## src/rtl/i2cm_pkg.sv

```systemverilog
package i2cm_pkg;
    localparam int CB_EN  = 6;
    localparam int CB_STA = 5;
    localparam int CB_STO = 4;
    localparam int CB_SI  = 3;
    localparam int CB_AA  = 2;

    localparam logic [1:0] RA_SET  = 2'd0;
    localparam logic [1:0] RA_STAT = 2'd1;
    localparam logic [1:0] RA_DATA = 2'd2;
    localparam logic [1:0] RA_CLR  = 2'd3;

    localparam logic [7:0] SC_START = 8'h08;
    localparam logic [7:0] SC_AACK  = 8'h18;
    localparam logic [7:0] SC_ANACK = 8'h20;
    localparam logic [7:0] SC_DACK  = 8'h28;
    localparam logic [7:0] SC_DNACK = 8'h30;
    localparam logic [7:0] SC_LOST  = 8'h38;
    localparam logic [7:0] SC_IDLE  = 8'hF8;

    typedef enum logic [2:0] {
        PH_IDLE, PH_START, PH_HOLD, PH_BIT, PH_STOP, PH_LOST
    } phase_e;

    typedef struct packed {
        logic en;
        logic sta;
        logic sto;
        logic si;
        logic aa;
    } ctrl_t;

    typedef struct packed {
        logic       valid;
        logic       set_si;
        logic [7:0] code;
    } event_t;

    function automatic logic [7:0] ack_code(input logic first, input logic acked);
        if (first) return acked ? SC_AACK : SC_ANACK;
        return acked ? SC_DACK : SC_DNACK;
    endfunction
endpackage

```

## src/rtl/i2cm_tick.sv

```systemverilog
module i2cm_tick #(
    parameter int QDIV = 8
) (
    input  logic clk,
    input  logic rst,
    output logic tick
);
    localparam int CW = (QDIV > 1) ? $clog2(QDIV) : 1;
    logic [CW-1:0] cnt;

    always_ff @(posedge clk) begin
        if (rst) begin
            cnt  <= '0;
            tick <= 1'b0;
        end else if (cnt == CW'(QDIV - 1)) begin
            cnt  <= '0;
            tick <= 1'b1;
        end else begin
            cnt  <= cnt + 1'b1;
            tick <= 1'b0;
        end
    end
endmodule

```

## src/rtl/i2cm_busmon.sv

```systemverilog
module i2cm_busmon (
    input  logic clk,
    input  logic rst,
    input  logic scl_i,
    input  logic sda_i,
    output logic scl_s,
    output logic sda_s,
    output logic busy
);
    logic [1:0] scl_sync, sda_sync;
    logic       sda_prev;

    assign scl_s = scl_sync[1];
    assign sda_s = sda_sync[1];

    always_ff @(posedge clk) begin
        if (rst) begin
            scl_sync <= 2'b11;
            sda_sync <= 2'b11;
            sda_prev <= 1'b1;
            busy     <= 1'b0;
        end else begin
            scl_sync <= {scl_sync[0], scl_i};
            sda_sync <= {sda_sync[0], sda_i};
            sda_prev <= sda_s;
            if (scl_s && sda_prev && !sda_s)
                busy <= 1'b1;
            else if (scl_s && !sda_prev && sda_s)
                busy <= 1'b0;
        end
    end
endmodule

```

## src/rtl/i2cm_engine.sv

```systemverilog
module i2cm_engine
    import i2cm_pkg::*;
(
    input  logic       clk,
    input  logic       rst,
    input  logic       tick,
    input  logic       en_i,
    input  logic       sta_i,
    input  logic       sto_i,
    input  logic       si_i,
    input  logic [7:0] tx_data,
    input  logic       sda_s,
    input  logic       busy,
    output logic       scl_oe,
    output logic       sda_oe,
    output logic       sta_done,
    output logic       sto_done,
    output event_t     ev
);
    phase_e     phase;
    logic [1:0] q;
    logic [3:0] bitn;
    logic [7:0] shreg;
    logic       first;
    logic       acked;

    always_ff @(posedge clk) begin
        if (rst) begin
            phase    <= PH_IDLE;
            q        <= '0;
            bitn     <= '0;
            shreg    <= '0;
            first    <= 1'b0;
            acked    <= 1'b0;
            scl_oe   <= 1'b0;
            sda_oe   <= 1'b0;
            sta_done <= 1'b0;
            sto_done <= 1'b0;
            ev       <= '0;
        end else begin
            sta_done <= 1'b0;
            sto_done <= 1'b0;
            ev       <= '0;
            if (tick) begin
                case (phase)
                    PH_IDLE: if (en_i && sta_i && !busy) begin
                        phase <= PH_START;
                        q     <= '0;
                    end
                    PH_START: begin
                        q <= q + 1'b1;
                        if (q == 2'd1) sda_oe <= 1'b1;
                        if (q == 2'd3) begin
                            scl_oe   <= 1'b1;
                            sta_done <= 1'b1;
                            first    <= 1'b1;
                            ev       <= '{valid: 1'b1, set_si: 1'b1, code: SC_START};
                            phase    <= PH_HOLD;
                        end
                    end
                    PH_HOLD: if (!si_i) begin
                        q <= '0;
                        if (sto_i) begin
                            phase <= PH_STOP;
                        end else begin
                            shreg <= tx_data;
                            bitn  <= '0;
                            phase <= PH_BIT;
                        end
                    end
                    PH_BIT: begin
                        q <= q + 1'b1;
                        case (q)
                            2'd0: sda_oe <= (bitn == 4'd8) ? 1'b0 : ~shreg[7];
                            2'd1: scl_oe <= 1'b0;
                            2'd2: begin
                                if (bitn != 4'd8 && !sda_oe && !sda_s) begin
                                    scl_oe <= 1'b0;
                                    sda_oe <= 1'b0;
                                    phase  <= PH_LOST;
                                    ev     <= '{valid: 1'b1, set_si: 1'b1, code: SC_LOST};
                                end else if (bitn == 4'd8) begin
                                    acked <= !sda_s;
                                end
                            end
                            default: begin
                                scl_oe <= 1'b1;
                                if (bitn == 4'd8) begin
                                    ev    <= '{valid: 1'b1, set_si: 1'b1, code: ack_code(first, acked)};
                                    first <= 1'b0;
                                    phase <= PH_HOLD;
                                end else begin
                                    shreg <= {shreg[6:0], 1'b0};
                                    bitn  <= bitn + 1'b1;
                                end
                            end
                        endcase
                    end
                    PH_STOP: begin
                        q <= q + 1'b1;
                        case (q)
                            2'd0: sda_oe <= 1'b1;
                            2'd1: scl_oe <= 1'b0;
                            2'd2: sda_oe <= 1'b0;
                            default: begin
                                phase    <= PH_IDLE;
                                sto_done <= 1'b1;
                                ev       <= '{valid: 1'b1, set_si: 1'b0, code: SC_IDLE};
                            end
                        endcase
                    end
                    PH_LOST: if (!si_i) begin
                        phase <= PH_IDLE;
                        ev    <= '{valid: 1'b1, set_si: 1'b0, code: SC_IDLE};
                    end
                    default: phase <= PH_IDLE;
                endcase
            end
        end
    end


    hold_low_chk: assert property (@(posedge clk) disable iff (rst)
        (si_i && phase == PH_HOLD) |-> scl_oe);


    lost_release_chk: assert property (@(posedge clk) disable iff (rst)
        (phase == PH_LOST) |-> (!scl_oe && !sda_oe));


    busy_wait_chk: assert property (@(posedge clk) disable iff (rst)
        (phase == PH_IDLE && busy) |=> (phase != PH_START));
endmodule

```

## src/rtl/i2c_mtx_ctrl.sv

```systemverilog
module i2c_mtx_ctrl
    import i2cm_pkg::*;
#(
    parameter int QDIV = 8
) (
    input  logic       clk,
    input  logic       rst,
    input  logic       wr_en,
    input  logic [1:0] addr,
    input  logic [7:0] wr_data,
    output logic [7:0] rd_data,
    output logic       irq,
    input  logic       scl_i,
    input  logic       sda_i,
    output logic       scl_oe,
    output logic       sda_oe
);
    ctrl_t      ctrl;
    logic [7:0] status;
    logic [7:0] txd;
    logic       tick, scl_s, sda_s, busy, sta_done, sto_done;
    event_t     ev;

    i2cm_tick #(.QDIV(QDIV)) u_tick (.clk(clk), .rst(rst), .tick(tick));

    i2cm_busmon u_mon (
        .clk(clk), .rst(rst), .scl_i(scl_i), .sda_i(sda_i),
        .scl_s(scl_s), .sda_s(sda_s), .busy(busy)
    );

    i2cm_engine u_eng (
        .clk(clk), .rst(rst), .tick(tick),
        .en_i(ctrl.en), .sta_i(ctrl.sta), .sto_i(ctrl.sto), .si_i(ctrl.si),
        .tx_data(txd), .sda_s(sda_s), .busy(busy),
        .scl_oe(scl_oe), .sda_oe(sda_oe),
        .sta_done(sta_done), .sto_done(sto_done), .ev(ev)
    );

    logic unused_scl;
    assign unused_scl = scl_s;

    always_ff @(posedge clk) begin
        if (rst) begin
            ctrl   <= '0;
            status <= SC_IDLE;
            txd    <= '0;
        end else begin
            if (wr_en) begin
                case (addr)
                    RA_SET: begin
                        if (wr_data[CB_EN])  ctrl.en  <= 1'b1;
                        if (wr_data[CB_STA]) ctrl.sta <= 1'b1;
                        if (wr_data[CB_STO]) ctrl.sto <= 1'b1;
                        if (wr_data[CB_AA])  ctrl.aa  <= 1'b1;
                    end
                    RA_DATA: txd <= wr_data;
                    RA_CLR: begin
                        if (wr_data[CB_EN])  ctrl.en  <= 1'b0;
                        if (wr_data[CB_STA]) ctrl.sta <= 1'b0;
                        if (wr_data[CB_STO]) ctrl.sto <= 1'b0;
                        if (wr_data[CB_SI])  ctrl.si  <= 1'b0;
                        if (wr_data[CB_AA])  ctrl.aa  <= 1'b0;
                    end
                    default: ;
                endcase
            end
            if (sta_done) ctrl.sta <= 1'b0;
            if (sto_done) ctrl.sto <= 1'b0;
            if (ev.valid) begin
                status <= ev.code;
                if (ev.set_si) ctrl.si <= 1'b1;
            end
        end
    end

    always_comb begin
        case (addr)
            RA_SET:  rd_data = {1'b0, ctrl.en, ctrl.sta, ctrl.sto, ctrl.si, ctrl.aa, 2'b00};
            RA_STAT: rd_data = status;
            RA_DATA: rd_data = txd;
            default: rd_data = 8'h00;
        endcase
    end

    assign irq = ctrl.si;


    si_sticky_chk: assert property (@(posedge clk) disable iff (rst)
        (ctrl.si && !(wr_en && addr == RA_CLR && wr_data[CB_SI])) |=> ctrl.si);


    start_code_chk: assert property (@(posedge clk) disable iff (rst)
        sta_done |=> (ctrl.si && status == SC_START && !ctrl.sta));


    sto_self_clear_chk: assert property (@(posedge clk) disable iff (rst)
        sto_done |=> (!ctrl.sto && status == SC_IDLE));
endmodule

```

## config.mk

```make
export PLATFORM = sky130hd
export DESIGN_NAME = i2c_mtx_ctrl
export DESIGN_NICKNAME = d
export VERILOG_FILES = /design/src/rtl/i2cm_pkg.sv /design/src/rtl/i2cm_tick.sv /design/src/rtl/i2cm_busmon.sv /design/src/rtl/i2cm_engine.sv /design/src/rtl/i2c_mtx_ctrl.sv
export SDC_FILE = /design/constraint.sdc
export NUM_CORES = 1
export LEC_CHECK = 0
export BUFFER_PORTS_ARGS = -buffer_cell sky130_fd_sc_hd__buf_2
export CAP_MARGIN = 20
export CORE_AREA = 2 2 74 104
export DETAILED_ROUTE_END_ITERATION = 8
export DIE_AREA = 0 0 76 106
export MAX_ROUTING_LAYER = met4
export SLEW_MARGIN = 20
export SYNTH_ARGS = -nofsm -noshare
export SYNTH_HDL_FRONTEND = slang
export SYNTH_SLANG_ARGS = --single-unit
```

## constraint.sdc

```tcl
create_clock -name clk -period 5 [get_ports clk]
set_clock_uncertainty 0.2 [all_clocks]
set_input_delay 0.5 -clock clk [delete_from_list [all_inputs] [get_ports clk]]
set_output_delay 0.5 -clock clk [all_outputs]
set_load 0.01 [all_outputs]
```

==> results of run 1 <==
cell type report:
| class | instances | area (um2) | area share (%) |
|---|---|---|---|
| tap | 97 | 121 | 4.04 |
| inverter | 9 | 33.8 | 1.12 |
| multi-input combinational | 237 | 1510 | 50.4 |
| clock inverter | 3 | 22.5 | 0.749 |
| sequential | 56 | 1120 | 37.3 |
| timing repair buffer | 25 | 125 | 4.16 |
| clock buffer | 5 | 68.8 | 2.29 |
registers in the layout, indices dropped and copies added, names as in the netlist, 2 cells and up:
name / flops
txd: 8
u_eng.shreg: 8
u_eng.ev: 6
ctrl: 4
status: 4
u_eng.bitn: 4
u_eng.phase: 3
u_tick.cnt: 3
u_eng.q: 2
u_mon.scl_sync: 2
u_mon.sda_sync: 2
per-stage QoR:
stage	utilization, %	hold slack (ns)	cells	worst slack (ns)	power (mW)
5_1_grt	41.9	0.143	432	2.21	0.799
6_report	41.9	0.163	432	2.48	0.766
4_1_cts	41.9	0.151	432	2.53	0.775
2_1_floorplan	-	0.170	323	2.91	0.499
3_5_place_dp	40.6	0.185	424	2.57	0.520
3_3_place_gp	40.6	0.180	424	2.62	0.519
worst max path at each step:
| stage | slack, ns | depth (start not counted) | end | start |
|---|---|---|---|---|
| global placement | 2.62 | 6 | rd_data[5] | addr[0] |
| floorplan | 2.91 | 5 | rd_data[0] | addr[0] |
| detailed placement | 2.57 | 4 | u_eng.bitn[3] | u_eng.phase[0] |
| global route | 2.21 | 4 | u_eng.bitn[3] | u_eng.phase[0] |
| finish | 2.48 | 4 | u_eng.bitn[3] | u_eng.phase[0] |
| CTS | 2.53 | 4 | u_eng.bitn[3] | u_eng.phase[0] |
synthesized netlist by cell type, types with 5 or more instances:
master,n,area (um2)
a22oi_1,5,37.5
buf_2,7,35.0
dfxtp_1,56,1120
ha_1,14,175
or2_2,5,31.3
mux2i_1,5,50.1
o21ai_0,13,65.1
inv_1,9,33.8
nand3_1,14,70.1
nor2_1,29,109
a211o_1,7,61.3
nand2_1,39,146
nor2b_1,15,93.8
clkbuf_1,11,41.3
a311oi_1,8,70.1
a21oi_1,27,135
nor3b_1,5,37.5
kinds of logic after synthesis:
logic type | share of synthesized area, %
DFF | 40.5
muxes | 2.22
and+or+nand+nor | 25.2
adders and majority gates | 6.33
AOI/OAI and AO/OA | 21.0
buffers and inverters | 4.71
placed cells by master, fill, tap and decap left out, types with 4 or more instances in the layout:
master     n
a21oi_1   27
ha_1      14
nor3b_1    5
inv_1      9
dfxtp_1   56
o21ai_0   13
buf_2     25
o211ai_1   4
nand2b_1   4
clkbuf_8   5
a222oi_1   4
nor2b_1   15
a31oi_1    4
mux2i_1    5
a311oi_1   8
a22oi_1    5
nor2_1    29
nand2_1   39
or2_2      5
a211o_1    7
nand3_1   14
power breakdown:
| group | leakage (nW) | internal [mW] | total [mW] | switching (mW) |
|---|---|---|---|---|
| clock | 0.0485 | 0.101 | 0.257 | 0.156 |
| combinational | 0.581 | 0.0186 | 0.0480 | 0.0294 |
| sequential | 0.454 | 0.454 | 0.461 | 0.00652 |
| total | 1.08 | 0.574 | 0.766 | 0.192 |
metal layers:
metal | share of wire, % | track usage, % | routed length, um
met5 | 0 | - | 0
met4 | 4.3 | 9.87 | 281
met3 | 2.7 | 2.89 | 179
met2 | 51 | 30.4 | 3350
met1 | 42 | 18.4 | 2710
worst reg2reg max path, delay by kind of cell, from the launching register on:
kind / cells / cell delay [ns]
AO/OA/AOI/OAI: 1 / 0.15
AND/OR/NAND/NOR: 3 / 1.44
flip-flops: 1 / 0.67
==> impl_metrics.sql, run 1 <==
INSERT INTO impl_metrics (metric_group, metric, value, unit) VALUES
('synthesis', 'syn_avg_cell_area', '8.56', 'um2'),
('detailed_routing', 'num_vias', '2318', ''),
('timing', 'fin_crit_sh', '50.3', '%'),
('cts', 'cts_root_buffer', 'clkbuf_8', ''),
('timing', 'worst_pin_slew', '0.955', 'ns'),
('floorplanning', 'horizontal_extent_of_the_die', '76', 'um'),
('worst_hold_path', 'holdCritPathClass', 'in2reg', ''),
('final_layout', 'antenna-diode-count', '0', ''),
('cts', 'ctsLongestPathBuffers', '2', ''),
('detailed_routing', 'drt-vias-per-instance', '5.37', ''),
('synthesis', 'prevailing_post_synth_register_cell', 'dfxtp_1', ''),
('synthesis', 'seq_area_frac_synth', '40.5', '%'),
('setup_path', 'crit_buf_inv', '0', ''),
('timing', 'layout_min_cycle_time', '2.52', 'ns'),
('final_layout', 'flow.area_growth_from_synthesis', '8.73', '%'),
('floorplanning', 'die_footprint', '8060', 'um2'),
('synthesis', 'synth_edf_count', '0', ''),
('timing', 'maxSlewHeadroom', '36.3', '%'),
('setup_path', 'end_kind', 'flip-flop', ''),
('global_route', 'largest_net_degree_at_the_start_of_global_routing', '52', ''),
('timing', 'timing_max_transition_violations_final', '0', ''),
('timing', 'finalSetupTns', '0', 'ns'),
('final_layout', 'share_of_post_route_cells_with_drive_strength_above_1', '14.0', '%'),
('setup_path', 'reg2reg_setup_slack', '2.48', 'ns'),
('setup_path', 'worstReg2RegEnd', 'u_eng.bitn[3]', ''),
('synthesis', 'async_s_r_ff_share_synth', '0', '%'),
('detailed_routing', 'detailedRoute.firstIterationViolations', '124', ''),
('cts', 'clock_latency', '0.32', 'ns'),
('detailed_routing', 'drc', '0', ''),
('cts', 'post_cts_sizing_count', '0', ''),
('pwr', 'power_density', '255', 'nW/um2'),
('setup_path', 'timing.setup.critical_path_class', 'reg2reg', ''),
('floorplanning', 'dieHeight', '106', 'um'),
('cts', 'number_of_setup_buffers_added_after_cts', '0', ''),
('floorplanning', 'floorplan.io_pins', '26', ''),
('floorplanning', 'floorplan.initialDensity', '38.5', '%'),
('final_layout', 'postLayoutCellArea', '3010', 'um2'),
('setup_path', 'crit_path_max_fanout', '17', ''),
('floorplanning', 'rows', '37', ''),
('cts', 'numClockSinks', '56', ''),
('detailed_routing', 'drt_total_wl', '6.51', 'mm'),
('place', 'finalWeightedCongestion', '0.865', ''),
('worst_hold_path', 'hold_path_startpoint', 'sda_i', ''),
('detailed_routing', 'antenna_violating_nets_post_route', '0', ''),
('worst_hold_path', 'worstHoldEndpoint', 'u_mon.sda_sync[0]', ''),
('global_route', 'global_route.usage.total', '17.3', '%'),
('global_route', 'first_global_vias', '2247', ''),
('global_route', 'grt_remaining_overflow', '0', ''),
('setup_path', 'slowest_delay', '0.67', 'ns'),
('cts', 'cts-htree-levels', '2', ''),
('cts', 'postCtsHoldBufs', '0', ''),
('place', 'place_area', '2920', 'um2'),
('cts', 'cts.clk_slew.worst_paths', '0.10', 'ns'),
('final_layout', 'finish.net_count', '363', ''),
('synthesis', 'netlist-cell-type-count', '49', ''),
('global_route', 'grt_first_pass_wirelength', '10.8', 'mm'),
('synthesis', 'netlist_instances', '323', ''),
('worst_hold_path', 'whs_path_depth', '2', ''),
('synthesis', 'yosysWarnings', '0', ''),
('setup_path', 'timing.rr.start', 'u_eng.phase[0]', ''),
('run', 'maxCapViolations', '0', ''),
('final_layout', 'layout.filler_cells', '744', ''),
('synthesis', 'synth.ff_latch_count', '56', ''),
('floorplanning', 'core_area', '7180', 'um2'),
('detailed_routing', 'first_pass_iters', '4', ''),
('setup_path', 'required', '5.04', 'ns'),
('setup_path', 'cpMaxStageDelayCell', 'dfxtp_1', ''),
('pwr', 'power.static_leakage', '1.08', 'nW'),
('global_route', 'number_of_antenna_violations_at_the_first_check_in_global_routing', '0', ''),
('outcome', 'status', 'finished, final reports clean', ''),
('setup_path', 'cp_top_family', 'simple AND/OR/NAND/NOR gates', '');
Power figures use the tool's default switching activity.
==> inputs of run 2 (changes only) <==
ABC_AREA = 1   (was not set)
CORE_AREA = 2 2 75 105   (was 2 2 74 104)
DIE_AREA = 0 0 77 107   (was 0 0 76 106)
clock period = 2.08 ns   (was 5 ns; I/O delays follow)
==> run 2 against run 1 <==
Effect of this change:
- critical path depth grew 3
- area after synthesis is 2.3% higher
- count of clock-buffer cells in the layout is 1 higher
- power grew 140%
- routed wire length shrank 1.4%
- via count increased by 8.9%
- clock power rose by 130%
- largest cell class unchanged
==> impl_metrics.sql, run 2 <==
INSERT INTO impl_metrics (metric_group, metric, value, unit) VALUES
('outcome', 'status', 'finished, final reports clean', ''),
('timing', 'finalWorstSetupSlack', '0.217', 'ns'),
('final_layout', 'share_of_post_route_cells_with_drive_strength_above_1', '13.7', '%'),
('final_layout', 'mostFrequentLayoutCells', 'nand2_1, dfxtp_1, nor2_1', ''),
('synthesis', 'netlist_instances', '401', ''),
('synthesis', 'syn_nets', '430', ''),
('floorplanning', 'horizontal_extent_of_the_die', '77', 'um'),
('setup_path', 'path_cells', 'nand2_2 -> nor2_4 -> nand2_2 -> o21ai_4 -> nand2_4 -> o21ai_0 -> nor2_1', ''),
('final_layout', 'flow.area_growth_from_synthesis', '14.4', '%'),
('cts', 'cts_root_buffer', 'clkbuf_8', ''),
('setup_path', 'end_kind', 'flip-flop', ''),
('floorplanning', 'dieHeight', '107', 'um'),
('timing', 'timing_max_transition_violations_final', '0', ''),
('place', 'place_area', '3040', 'um2'),
('detailed_routing', 'drt_total_wl', '6.43', 'mm'),
('setup_path', 'cp_top_family', 'simple AND/OR/NAND/NOR gates', ''),
('synthesis', 'synth.ff_latch_count', '56', ''),
('place', 'post-place-cells', '516', ''),
('synthesis', 'seq_area_frac_synth', '39.6', '%'),
('synthesis', 'syn_avg_cell_area', '7.05', 'um2'),
('global_route', 'largest_net_degree_at_the_start_of_global_routing', '34', ''),
('setup_path', 'cpMaxStageDelayCell', 'dfxtp_1', ''),
('floorplanning', 'rows', '37', ''),
('cts', 'cts_tree', 'built', ''),
('detailed_routing', 'first_pass_iters', '4', ''),
('final_layout', 'multi_input_comb_area', '1420', 'um2'),
('synthesis', 'ys_top_cells_by_count', 'nand2_1, dfxtp_1, nor2_1', ''),
('detailed_routing', 'detailedRoute.firstIterationViolations', '111', ''),
('detailed_routing', 'drt-wirelength-per-cell', '12.0', 'um'),
('cts', 'number_of_setup_buffers_added_after_cts', '0', ''),
('floorplanning', 'die_footprint', '8240', 'um2'),
('setup_path', 'startpoint_type', 'flip-flop', ''),
('timing', 'setup_viol', '0', ''),
('final_layout', 'final_common_cell', 'nand2_1', ''),
('final_layout', 'seqCellArea', '1120', 'um2'),
('timing', 'maxSlewHeadroom', '69.0', '%'),
('setup_path', 'worstPathArrival', '1.86', 'ns'),
('synthesis', 'netlist-cell-type-count', '37', ''),
('detailed_routing', 'drc', '0', ''),
('global_route', 'global_route.usage.total', '17.0', '%'),
('place', 'placement.io_buffers', '25', ''),
('timing', 'holdWs', '0.0315', 'ns'),
('global_route', 'number_of_antenna_violations_at_the_first_check_in_global_routing', '0', ''),
('timing', 'setup_repair_after_global_routing_missed_its_margin', 'no', ''),
('place', 'detailed_place_hpwl', '4.79', 'mm'),
('cts', 'cts-htree-levels', '2', ''),
('timing', 'layout_min_cycle_time', '1.86', 'ns'),
('final_layout', 'finish.net_count', '466', ''),
('synthesis', 'synth.top_cell.area_share', '39.6', '%'),
('pwr', 'maximum_ir_drop_on_the_vdd_rail', '0.391', 'mV'),
('place', 'finalWeightedCongestion', '0.921', ''),
('synthesis', 'synthMostInstantiatedCell', 'nand2_1', ''),
('setup_path', 'slowest_delay', '0.56', 'ns'),
('synthesis', 'top_area_cells_in_the_synthesized_netlist', 'dfxtp_1, nand2_1, nor2_1', ''),
('setup_path', 'cpMostUsedCell', 'nand2_2', ''),
('global_route', 'grt_first_pass_wirelength', '11.0', 'mm'),
('final_layout', 'postLayoutCoreUtil', '44.2', '%'),
('floorplanning', 'floorplan.io_pins', '26', ''),
('detailed_routing', 'drt-vias-per-instance', '4.72', ''),
('final_layout', 'postLayoutCellArea', '3240', 'um2'),
('cts', 'clock_latency', '0.31', 'ns'),
('run', 'maxCapViolations', '0', ''),
('synthesis', 'cell_area_after_technology_mapping', '2830', 'um2'),
('synthesis', 'async_s_r_ff_share_synth', '0', '%'),
('final_layout', 'antenna-diode-count', '0', ''),
('global_route', 'first_global_vias', '2340', ''),
('pwr', 'power.static_leakage', '1.48', 'nW'),
('timing', 'fin_crit_sh', '89.6', '%'),
('cts', 'cts.clk_slew.worst_paths', '0.10', 'ns'),
('timing', 'fmax', '0.537', 'GHz'),
('floorplanning', 'core_area', '7310', 'um2'),
('setup_path', 'crit_buf_inv', '0', ''),
('timing', 'finalHoldViolations', '0', ''),
('final_layout', 'fin_cells', '535', ''),
('final_layout', 'reg_top3', 'txd (8), u_eng.shreg (8), u_eng.ev (6)', ''),
('synthesis', 'prevailing_post_synth_register_cell', 'dfxtp_1', ''),
('setup_path', 'required', '2.08', 'ns'),
('pwr', 'total_power', '1.86', 'mW'),
('cts', 'ctsLongestPathBuffers', '2', ''),
('timing', 'worst_pin_slew', '0.464', 'ns'),
('setup_path', 'crit_path_max_fanout', '17', ''),
('cts', 'post_cts_sizing_count', '0', ''),
('setup_path', 'timing.setup.critical_path_class', 'reg2reg', ''),
('worst_hold_path', 'holdCritPathClass', 'in2reg', ''),
('place', 'setup_slack_placement', '0.241', 'ns'),
('synthesis', 'synth.largest_area_cell', 'dfxtp_1', ''),
('synthesis', 'yosysWarnings', '0', ''),
('floorplanning', 'floorplan.initialDensity', '38.7', '%'),
('pwr', 'power_density', '574', 'nW/um2'),
('detailed_routing', 'antenna_violating_nets_post_route', '0', ''),
('detailed_routing', 'num_vias', '2524', ''),
('timing', 'finalSetupTns', '0', 'ns'),
('synthesis', 'synth_edf_count', '0', ''),
('global_route', 'grt_remaining_overflow', '0', ''),
('cts', 'numClockSinks', '56', ''),
('final_layout', 'layout.filler_cells', '788', ''),
('cts', 'numCtsBuffers', '5', '');
[run 2: cell count changes in the layout (fill, tap and decap cells not counted), sizes merged, moves of 7 or more]
cell         change
nand2           +59
inv             +44
nor2            +29
o21ai           +22
nor2b           -15
dlygate4sd3     +11
nand3            +9
a311oi           -8
a211o            -7
[run 2: layout make-up]
cell class	count	area share [%]
inverter	55	6.42
multi-input combinational	278	44.0
tap	97	3.75
clock inverter	2	0.503
sequential	56	34.6
timing repair buffer	41	8.43
clock buffer	6	2.24
[run 2: kinds of logic after synthesis]
family / count (synthesis) / synth area share [%]
AND/OR/NAND/NOR: 192 / 29.7
AO/OA/AOI/OAI: 70 / 13.8
buffers and inverters: 67 / 10.0
flip-flops: 56 / 39.6
adder cells (fa/ha/maj): 14 / 6.19
XOR/XNOR: 2 / 0.619
[run 2: worst reg2reg max path: cells and delay by family (launching register included)]
family	cells	cell delay, ns
simple gates	5	0.58
compound gates	2	0.41
flops	1	0.56
[run 2: where the power goes]
part / leakage [nW] / switching (mW) / internal, mW
Clock: 0.0414 / 0.356 / 0.240
Sequential: 0.455 / 0.0160 / 1.10
Combinational: 0.986 / 0.0837 / 0.0645
Total: 1.48 / 0.456 / 1.40
[run 2: routing by layer]
| metal | wire length (um) | part of all wire [%] | up-vias | track usage, % |
|---|---|---|---|---|
| met3 | 165 | 2.6 | 13 | 2.44 |
| li1 | - | - | 1339 | - |
| met5 | 0 | 0 | - | - |
| met4 | 146 | 2.3 | 0 | 6.38 |
| met2 | 3180 | 50 | 39 | 28.8 |
| met1 | 2930 | 46 | 1133 | 20.6 |
[run 2: repair_timing]
action / 4_1_cts / 5_1_grt
hold buffers: 11 / 0
endpoints found under the setup margin: 0 / 0
hold endpoints to repair: 11 / 0
[run 2: final timing paths]
kind / from / endpoint / slack (ns) / depth (start not counted)
setup / recovery: u_eng.phase[1] / u_eng.bitn[1] / 0.22 / 7
setup reg to reg: u_eng.phase[1] / u_eng.bitn[1] / 0.22 / 7
hold / removal: rst / irq / 0.03 / 2
hold reg to reg: u_mon.sda_sync[0] / u_mon.sda_sync[1] / 0.22 / 1
